### src/rtl/pfd_pkg.sv
package pfd_pkg;
  typedef struct packed {
    logic serRise;
    logic strbFall;
  } pfdEvt_t;

  typedef struct packed {
    logic loadCmp;
    logic clearCmp;
  } pfdCtl_t;
endpackage

### src/rtl/pfd_sync.sv
module pfd_sync #(
  parameter int WIDTH  = 3,
  parameter int STAGES = 2
) (
  input  logic             clk,
  input  logic             rst_n,
  input  logic [WIDTH-1:0] asyncIn,
  output logic [WIDTH-1:0] syncOut,
  output logic [WIDTH-1:0] syncPrev
);
  for (genvar b = 0; b < WIDTH; b++) begin : g_bit
    logic [STAGES:0] chain;
    always_ff @(posedge clk or negedge rst_n) begin
      if (!rst_n) chain <= '0;
      else        chain <= {chain[STAGES-1:0], asyncIn[b]};
    end
    assign syncOut[b]  = chain[STAGES-1];
    assign syncPrev[b] = chain[STAGES];
  end
endmodule

### src/rtl/pfd_datapath.sv
module pfd_datapath
  import pfd_pkg::*;
#(
  parameter int                PW_WIDTH    = 8,
  parameter logic [PW_WIDTH-1:0] PASSWORD  = 8'hA5,
  parameter int                SYNC_STAGES = 2
) (
  input  logic    clk,
  input  logic    rst_n,
  input  logic    serClk,
  input  logic    serData,
  input  logic    strobe,
  input  pfdCtl_t ctl,
  output pfdEvt_t evt,
  output logic    cmpMatch
);
  localparam int LINES = 3;
  logic [LINES-1:0] nowS, prevS;
  logic [PW_WIDTH-1:0] shiftReg, cmpReg;

  pfd_sync #(.WIDTH(LINES), .STAGES(SYNC_STAGES)) sync_i (
    .clk(clk), .rst_n(rst_n),
    .asyncIn({strobe, serData, serClk}),
    .syncOut(nowS), .syncPrev(prevS)
  );

  always_comb begin
    evt.serRise  = nowS[0] & ~prevS[0];
    evt.strbFall = ~nowS[2] & prevS[2];
  end

  always_ff @(posedge clk or negedge rst_n) begin
    if (!rst_n) begin
      shiftReg <= '0;
      cmpReg   <= '0;
    end else begin
      if (evt.serRise) shiftReg <= {shiftReg[PW_WIDTH-2:0], nowS[1]};
      if (ctl.clearCmp)     cmpReg <= '0;
      else if (ctl.loadCmp) cmpReg <= shiftReg;
    end
  end

  assign cmpMatch = (cmpReg == PASSWORD);
endmodule

### src/rtl/pfd_control.sv
module pfd_control
  import pfd_pkg::*;
#(
  parameter int RST_CYCLES = 384000,
  parameter int CFG_WIDTH  = 8,
  parameter int END_BIT    = 0
) (
  input  logic                 clk,
  input  logic                 rst_n,
  input  pfdEvt_t              evt,
  input  logic                 cmpMatch,
  input  logic                 masterRst,
  input  logic                 powerUpRstN,
  input  logic                 cfgWrEn,
  input  logic [CFG_WIDTH-1:0] cfgWrData,
  output pfdCtl_t              ctl,
  output logic                 progMode,
  output logic                 sysRstReq,
  output logic                 wdogReload
);
  localparam int CNT_W = $clog2(RST_CYCLES + 1);
  localparam logic [CNT_W-1:0] CNT_LOAD = CNT_W'(RST_CYCLES);

  logic [CNT_W-1:0] rstCnt;
  logic checkPend, strbGate, endReq;

  always_comb begin
    strbGate     = masterRst | ~powerUpRstN;
    endReq       = cfgWrEn & cfgWrData[END_BIT];
    ctl.loadCmp  = evt.strbFall & ~strbGate;
    ctl.clearCmp = progMode & endReq;
  end

  always_ff @(posedge clk or negedge rst_n) begin
    if (!rst_n) begin
      progMode   <= 1'b0;
      checkPend  <= 1'b0;
      rstCnt     <= '0;
      wdogReload <= 1'b0;
    end else begin
      checkPend  <= ctl.loadCmp;
      wdogReload <= 1'b0;
      if (rstCnt != '0) rstCnt <= rstCnt - 1'b1;
      if (!progMode && checkPend && cmpMatch) begin
        progMode <= 1'b1;
        rstCnt   <= CNT_LOAD;
      end else if (progMode && endReq) begin
        progMode   <= 1'b0;
        rstCnt     <= CNT_LOAD;
        wdogReload <= 1'b1;
      end
    end
  end

  assign sysRstReq = (rstCnt != '0);
endmodule

### src/rtl/prog_entry_detect.sv
module prog_entry_detect
  import pfd_pkg::*;
#(
  parameter int                  PW_WIDTH    = 8,
  parameter logic [PW_WIDTH-1:0] PASSWORD    = 8'hA5,
  parameter int                  RST_CYCLES  = 384000,
  parameter int                  CFG_WIDTH   = 8,
  parameter int                  END_BIT     = 0,
  parameter int                  SYNC_STAGES = 2
) (
  input  logic                 clk,
  input  logic                 rst_n,
  input  logic                 serClk,
  input  logic                 serData,
  input  logic                 strobe,
  input  logic                 masterRst,
  input  logic                 powerUpRstN,
  input  logic                 cfgWrEn,
  input  logic [CFG_WIDTH-1:0] cfgWrData,
  output logic                 progMode,
  output logic                 sysRstReq,
  output logic                 wdogDisable,
  output logic                 wdogReload
);
  pfdEvt_t evt;
  pfdCtl_t ctl;
  logic    cmpMatch;

  pfd_datapath #(.PW_WIDTH(PW_WIDTH), .PASSWORD(PASSWORD), .SYNC_STAGES(SYNC_STAGES)) dp_i (
    .clk(clk), .rst_n(rst_n), .serClk(serClk), .serData(serData), .strobe(strobe),
    .ctl(ctl), .evt(evt), .cmpMatch(cmpMatch)
  );

  pfd_control #(.RST_CYCLES(RST_CYCLES), .CFG_WIDTH(CFG_WIDTH), .END_BIT(END_BIT)) ctl_i (
    .clk(clk), .rst_n(rst_n), .evt(evt), .cmpMatch(cmpMatch),
    .masterRst(masterRst), .powerUpRstN(powerUpRstN),
    .cfgWrEn(cfgWrEn), .cfgWrData(cfgWrData),
    .ctl(ctl), .progMode(progMode), .sysRstReq(sysRstReq), .wdogReload(wdogReload)
  );

  assign wdogDisable = progMode;
endmodule

### config.mk
export PLATFORM = sky130hd
export DESIGN_NAME = prog_entry_detect
export DESIGN_NICKNAME = d
export VERILOG_FILES = /design/src/rtl/pfd_pkg.sv /design/src/rtl/pfd_sync.sv /design/src/rtl/pfd_datapath.sv /design/src/rtl/pfd_control.sv /design/src/rtl/prog_entry_detect.sv
export SDC_FILE = /design/constraint.sdc
export NUM_CORES = 1
export LEC_CHECK = 0
export ABC_CLOCK_PERIOD_IN_PS = 2800
export CORE_ASPECT_RATIO = 0.9
export CORE_UTILIZATION = 42
export CTS_BUF_LIST = sky130_fd_sc_hd__clkbuf_16
export CTS_CLUSTER_DIAMETER = 40
export CTS_CLUSTER_SIZE = 12
export DETAILED_ROUTE_END_ITERATION = 16
export PLACE_DENSITY = 0.64
export REMOVE_ABC_BUFFERS = 1
export SYNTH_ARGS = -nofsm -noshare
export SYNTH_HDL_FRONTEND = slang
export SYNTH_SLANG_ARGS = --single-unit
### constraint.sdc
create_clock -name clk -period 2.8 [get_ports clk]
set_input_delay 0.42 -clock clk [delete_from_list [all_inputs] [get_ports clk]]
set_output_delay 0.42 -clock clk [all_outputs]
set_load 0.02 [all_outputs]
# Word level (Yosys, flattened, before mapping)
# Cells that the tools add are included.
# word_totals
register_bits,46
out_inout_bits,4
# classes
addsub,1
n_eq_ne,1
muxes,9
n_bitwise,10
reduce_logical,8
# ops
operator,count
19-bit two-way mux,3
19-bit nonzero test,1
"19-bit by 1-bit subtractor with 19-bit output, second input constant",1
8-bit two-way mux,2
"8-bit equality test, second input constant",1
1-bit bitwise AND,5
1-bit two-way mux,4
1-bit NOT,4
2-bit nonzero test,2
1-bit logical AND,3
3-bit nonzero test,1
1-bit zero test,1
1-bit OR,1

# Longest topological paths before layout
# logic_depth
ltp_word,6
mapped_depth,7

# Hierarchy
# From an unflattened synthesis, not the netlist that was laid out.
# hier_totals
hier_cells,200
area_unflattened_um2,2239.6
# modules_own_cells
module,n_inst,cells_each,area_each_um2,seq_area_each_um2
pfd_control,1,136,1253.7,550.5
pfd_datapath,1,48,708.2,400.4
pfd_sync,1,15,270.3,225.2
prog_entry_detect,1,1,7.5,0.0

# Worst setup path after synthesis
# Ideal clock, no wire load.
# synth_path
path_kind,register to register
from,register ctl_i.rstCnt[13]
to,register ctl_i.rstCnt[17]
setup_time_ns,0.078
arrival_ns,1.878
setup_slack_ns,0.844
path_stages_with_launch,6
path_buffers,1
cell_sequence,dfrtp_1 or4_1 buf_2 or3_4 or4_1 a21oi_1
# synth_between
elab_chain_len,4
word_cells_on_any_way,6
# synth_rtl
item,line_no,source
start: declaration,pfd_control.sv:24,logic [CNT_W-1:0] rstCnt;
start signal: assignment,pfd_control.sv:43,if (rstCnt != '0) rstCnt <= rstCnt - 1'b1;
19-bit by 1-bit subtractor with 19-bit output,pfd_control.sv:43,
19-bit two-way mux,pfd_control.sv:43,
19-bit two-way mux,pfd_control.sv:47,end else if (progMode && endReq) begin
19-bit two-way mux,pfd_control.sv:44,if (!progMode && checkPend && cmpMatch) begin
# Several ways; a longest one is shown, not always the timed one. The select of a mux whose other input is x is not followed.
# A chain may end at the register's enable or synchronous reset.

# Worst setup path in the final report
# layout_path
from,register ctl_i.rstCnt[11]
to,output port sysRstReq
# layout_between
elab_chain_len,1
# layout_rtl
item,line_no,source
19-bit nonzero test,pfd_control.sv:55,assign sysRstReq = (rstCnt != '0);
end: declaration,prog_entry_detect.sv:21,"output logic sysRstReq,"
# Every way passes these cells.

==> results.md <==
- Outcome: finished clean
- Critical path required time: 2.38 ns
- Layout cells sized above 1: 0.1276
- Slew headroom: 0.3238
- Cell Count, Final, Fillers Out: 258
- Combinational cell fraction of total power: 0.206
- Die height: 67.81 microns
- Top cell type's share of synthesized area: 0.5697
- Largest area contributor in the synthesized netlist: dfrtp_1
- ANT nets after route: 0
- Total Routing Usage GR: 0.1721
- H-tree depth: 2
- Synth area leaders: dfrtp_1 57%, mux2i_1 7.4%, mux2_2 4.5%
- Fmax: 384.2 MHz
- Seq/Total Area, Yosys: 0.5697
- Routed wire length: 3836 microns
- Critical path depth: 4
- Endpoints failing hold: 0
- Clk buf depth: 2
- Worst Tran Pin Value: 1.014 ns
- GRT overflow: 0
- Initial DRT Pass Iterations: 4
- Asr flop ratio synth: 1.000
- Crit path capture type: output pin
- Final Instance Area: 2412 sq um
- Cells after Synth: 180
- Library cells used by synthesis: 36
- CP delay by family, top: simple AND/OR/NAND/NOR gates
- PwrDens: 920.4 nW/um^2
- Crit path buffers/inverters: 1
- Global-route wire length before repair: 6458 microns
- Syn avg cell area: 11.23 sq um
- Area delta synth->final: 19.38%
- Sw power: 0.6239 mW
- Vias after detailed routing: 1440
- Buffers added on ports: 12
- Tot Pwr: 2.220 mW
- Number of global-route vias before repair: 1398
- Largest net degree at the start of global routing: 47
- Num Clock Sinks: 46
- Multi-input gate area: 825.8 sq um
- Crit Path Class: flip-flop to output pin
- Core Region: 4547 sq um
- Sequential power share: 0.453
- Layout Nets: 212
- CTS tree: yes
- EDFF count, synth: 0
- Startpoint Class: flip-flop
- Critical path, cell by cell: or4_1 -> nor2_1 -> nand2_1 -> clkdlybuf4s50_1
- Clock share of power: 0.341
- Clk_skew: 0.006610 ns
- Row count: 23
- R2R cell count: 4
- Setup WS pre-CTS: 0.5263 ns
- Endpoints failing setup: 0
- Clk_lat worst skew: 0.28 ns
- Reg clk slew, reported paths: 0.06 ns
- Setup Fix Bufs, Post-CTS: 0
- Peak supply drop: 0.4547 mV
- Initial antenna violation count: 0
- Switching Fraction: 0.2810
- Top Ports: 20
- Leakage: 0.9906 nW
- Global placer's final weighted congestion: 0.7612
- Die ar.: 5093 sq um
- Critical-path top delay cell: or4_1
- DR iter-0 viols: 153
- Slew Viols, Final: 0
- RSZ-0062 raised after global routing: false
- Residual DRC: 0
- Fin crit share: 0.9296
- Worst Path Arrival: 2.18 ns
- Max-Cap Viols: 0
- Sum Neg Setup Slack: 0 ns
- Tmin final: 2.603 ns
- Filler cell count: 422
- Worst Hold Class: input port to async pin
- Synth warn: 0
- Crit-path max cell delay: 0.62 ns
- Worst setup margin: 0.1972 ns
- Drt via density: 5.581
- Cts bufs inserted: 5
- Max FO, Critical Path: 8
- Post-Synthesis Cell Area: 2021 sq um
- FF/Latch Area: 1151 sq um
- Cts-stage hold buffer count: 0
- Placed Area: 2218 sq um
- Post-cts resize count: 0
- # diodes: 0
- Ys flop type: dfrtp_1
- Die Wd: 75.12 microns
- Initial Util: 0.4444
- Placed Cells: 250
- WL/cell: 14.87 microns
- Int Power: 1.596 mW
- Clock root buffer master: clkbuf_16
- Post-detail-place hpwl: 2587 microns
- Synthesis-stage register bit count: 46
[synthesized netlist by cell type (2+ instances only)]
cell type  count
inv_1          3
a21oi_1        8
clkbuf_1       6
o21ai_0        8
nor3_1        11
nor4bb_1       2
o31ai_1        4
nand2_1       10
nand2b_1      10
or4_1          7
nor2_1        10
dfrtp_1       46
nor2b_1        2
mux2_2         8
mux2i_1       15
nor4_1         3
nand3_1        7
and3_1         2
[power groups by stage]
stage | Sequential, mW | Clock, mW | Combinational, mW
3_3_place_gp | 1.00 | 0 | 0.426
6_report | 1.01 | 0.758 | 0.457
2_1_floorplan | 0.976 | 0 | 0.330
5_1_grt | 1.03 | 0.805 | 0.512
3_5_place_dp | 1.01 | 0 | 0.459
4_1_cts | 1.01 | 0.772 | 0.463
[metrics by stage]
stage          utilization  hold slack [ns]
6_report            0.5305           0.3150
5_1_grt             0.5305           0.3566
4_1_cts             0.5305           0.3522
3_5_place_dp        0.4879           0.3370
3_3_place_gp        0.4879           0.3326
2_1_floorplan            -           0.1244
[cell usage in the layout (no fill, tap or decap), types with 2 or more instances in the layout]
cell,instances
dfrtp_1,46
mux2i_1,15
nor3_1,11
clkdlybuf4s50_1,11
nor2_1,10
nand2_1,10
nand2b_1,10
a21oi_1,8
o21ai_0,8
mux2_2,8
or4_1,7
nand3_1,7
clkbuf_16,5
buf_4,5
o31ai_1,4
inv_1,3
nor4_1,3
and3_1,2
nor2b_1,2
bufinv_16,2
[cell families after synthesis]
family,count (synthesis),synth area share
buffers and inverters,12,0.02476
multiplexers,23,0.1189
AO/OA/AOI/OAI,26,0.07927
AND/OR/NAND/NOR,72,0.2012
flip-flops,46,0.5697
adder cells (fa/ha/maj),1,0.006191
[layout make-up]
class | count | area share
Clock inverter | 3 | 0.02853
Multi-Input combinational cell | 122 | 0.3423
Tap cell | 62 | 0.03216
Timing Repair Buffer | 17 | 0.06328
Sequential cell | 46 | 0.4772
Inverter | 3 | 0.004668
Clock buffer | 5 | 0.05187
[worst reg2reg max path, stage by stage, from the launching register on]
cell and delay (ns):
dfrtp_1 0.42, nor4_1 0.68, nand3_1 0.33, or4_1 0.55, a21oi_1 0.15
[sequential cells by signal, indices dropped and copies added, names as in the netlist]
signal,flops
ctl_i.rstCnt,19
dp_i.cmpReg,8
dp_i.shiftReg,8
dp_i.sync_i.g_bit.chain,8
ctl_i.checkPend,1
ctl_i.progMode,1
ctl_i.wdogReload,1
[per-layer routing]
metal  global-route usage  wire (microns)  vias to the layer above
met2               0.2759            1846                       35
met5                    0               0                        -
met4              0.07783              46                        0
met1               0.2214            1791                      718
met3              0.04030             150                        6
li1                     -               -                      681
[path summary, 6_finish.rpt]
path,startpoint,slack [ns],to
setup reg to reg,ctl_i.rstCnt[3]$_DFFE_PN0P_,0.60,ctl_i.rstCnt[17]$_DFFE_PN0P_
max in group asynchronous,rst_n,1.86,dp_i.cmpReg[6]$_DFFE_PN0P_
setup / recovery,ctl_i.rstCnt[11]$_DFFE_PN0P_,0.20,sysRstReq
hold reg to reg,dp_i.sync_i.g_bit[1].chain[0]$_DFF_PN0_,0.35,dp_i.sync_i.g_bit[1].chain[1]$_DFF_PN0_
hold / removal,rst_n,0.32,ctl_i.rstCnt[3]$_DFFE_PN0P_
min in group clk,dp_i.sync_i.g_bit[1].chain[0]$_DFF_PN0_,0.35,dp_i.sync_i.g_bit[1].chain[1]$_DFF_PN0_
Note: power is estimated with default switching activity, not from simulation.
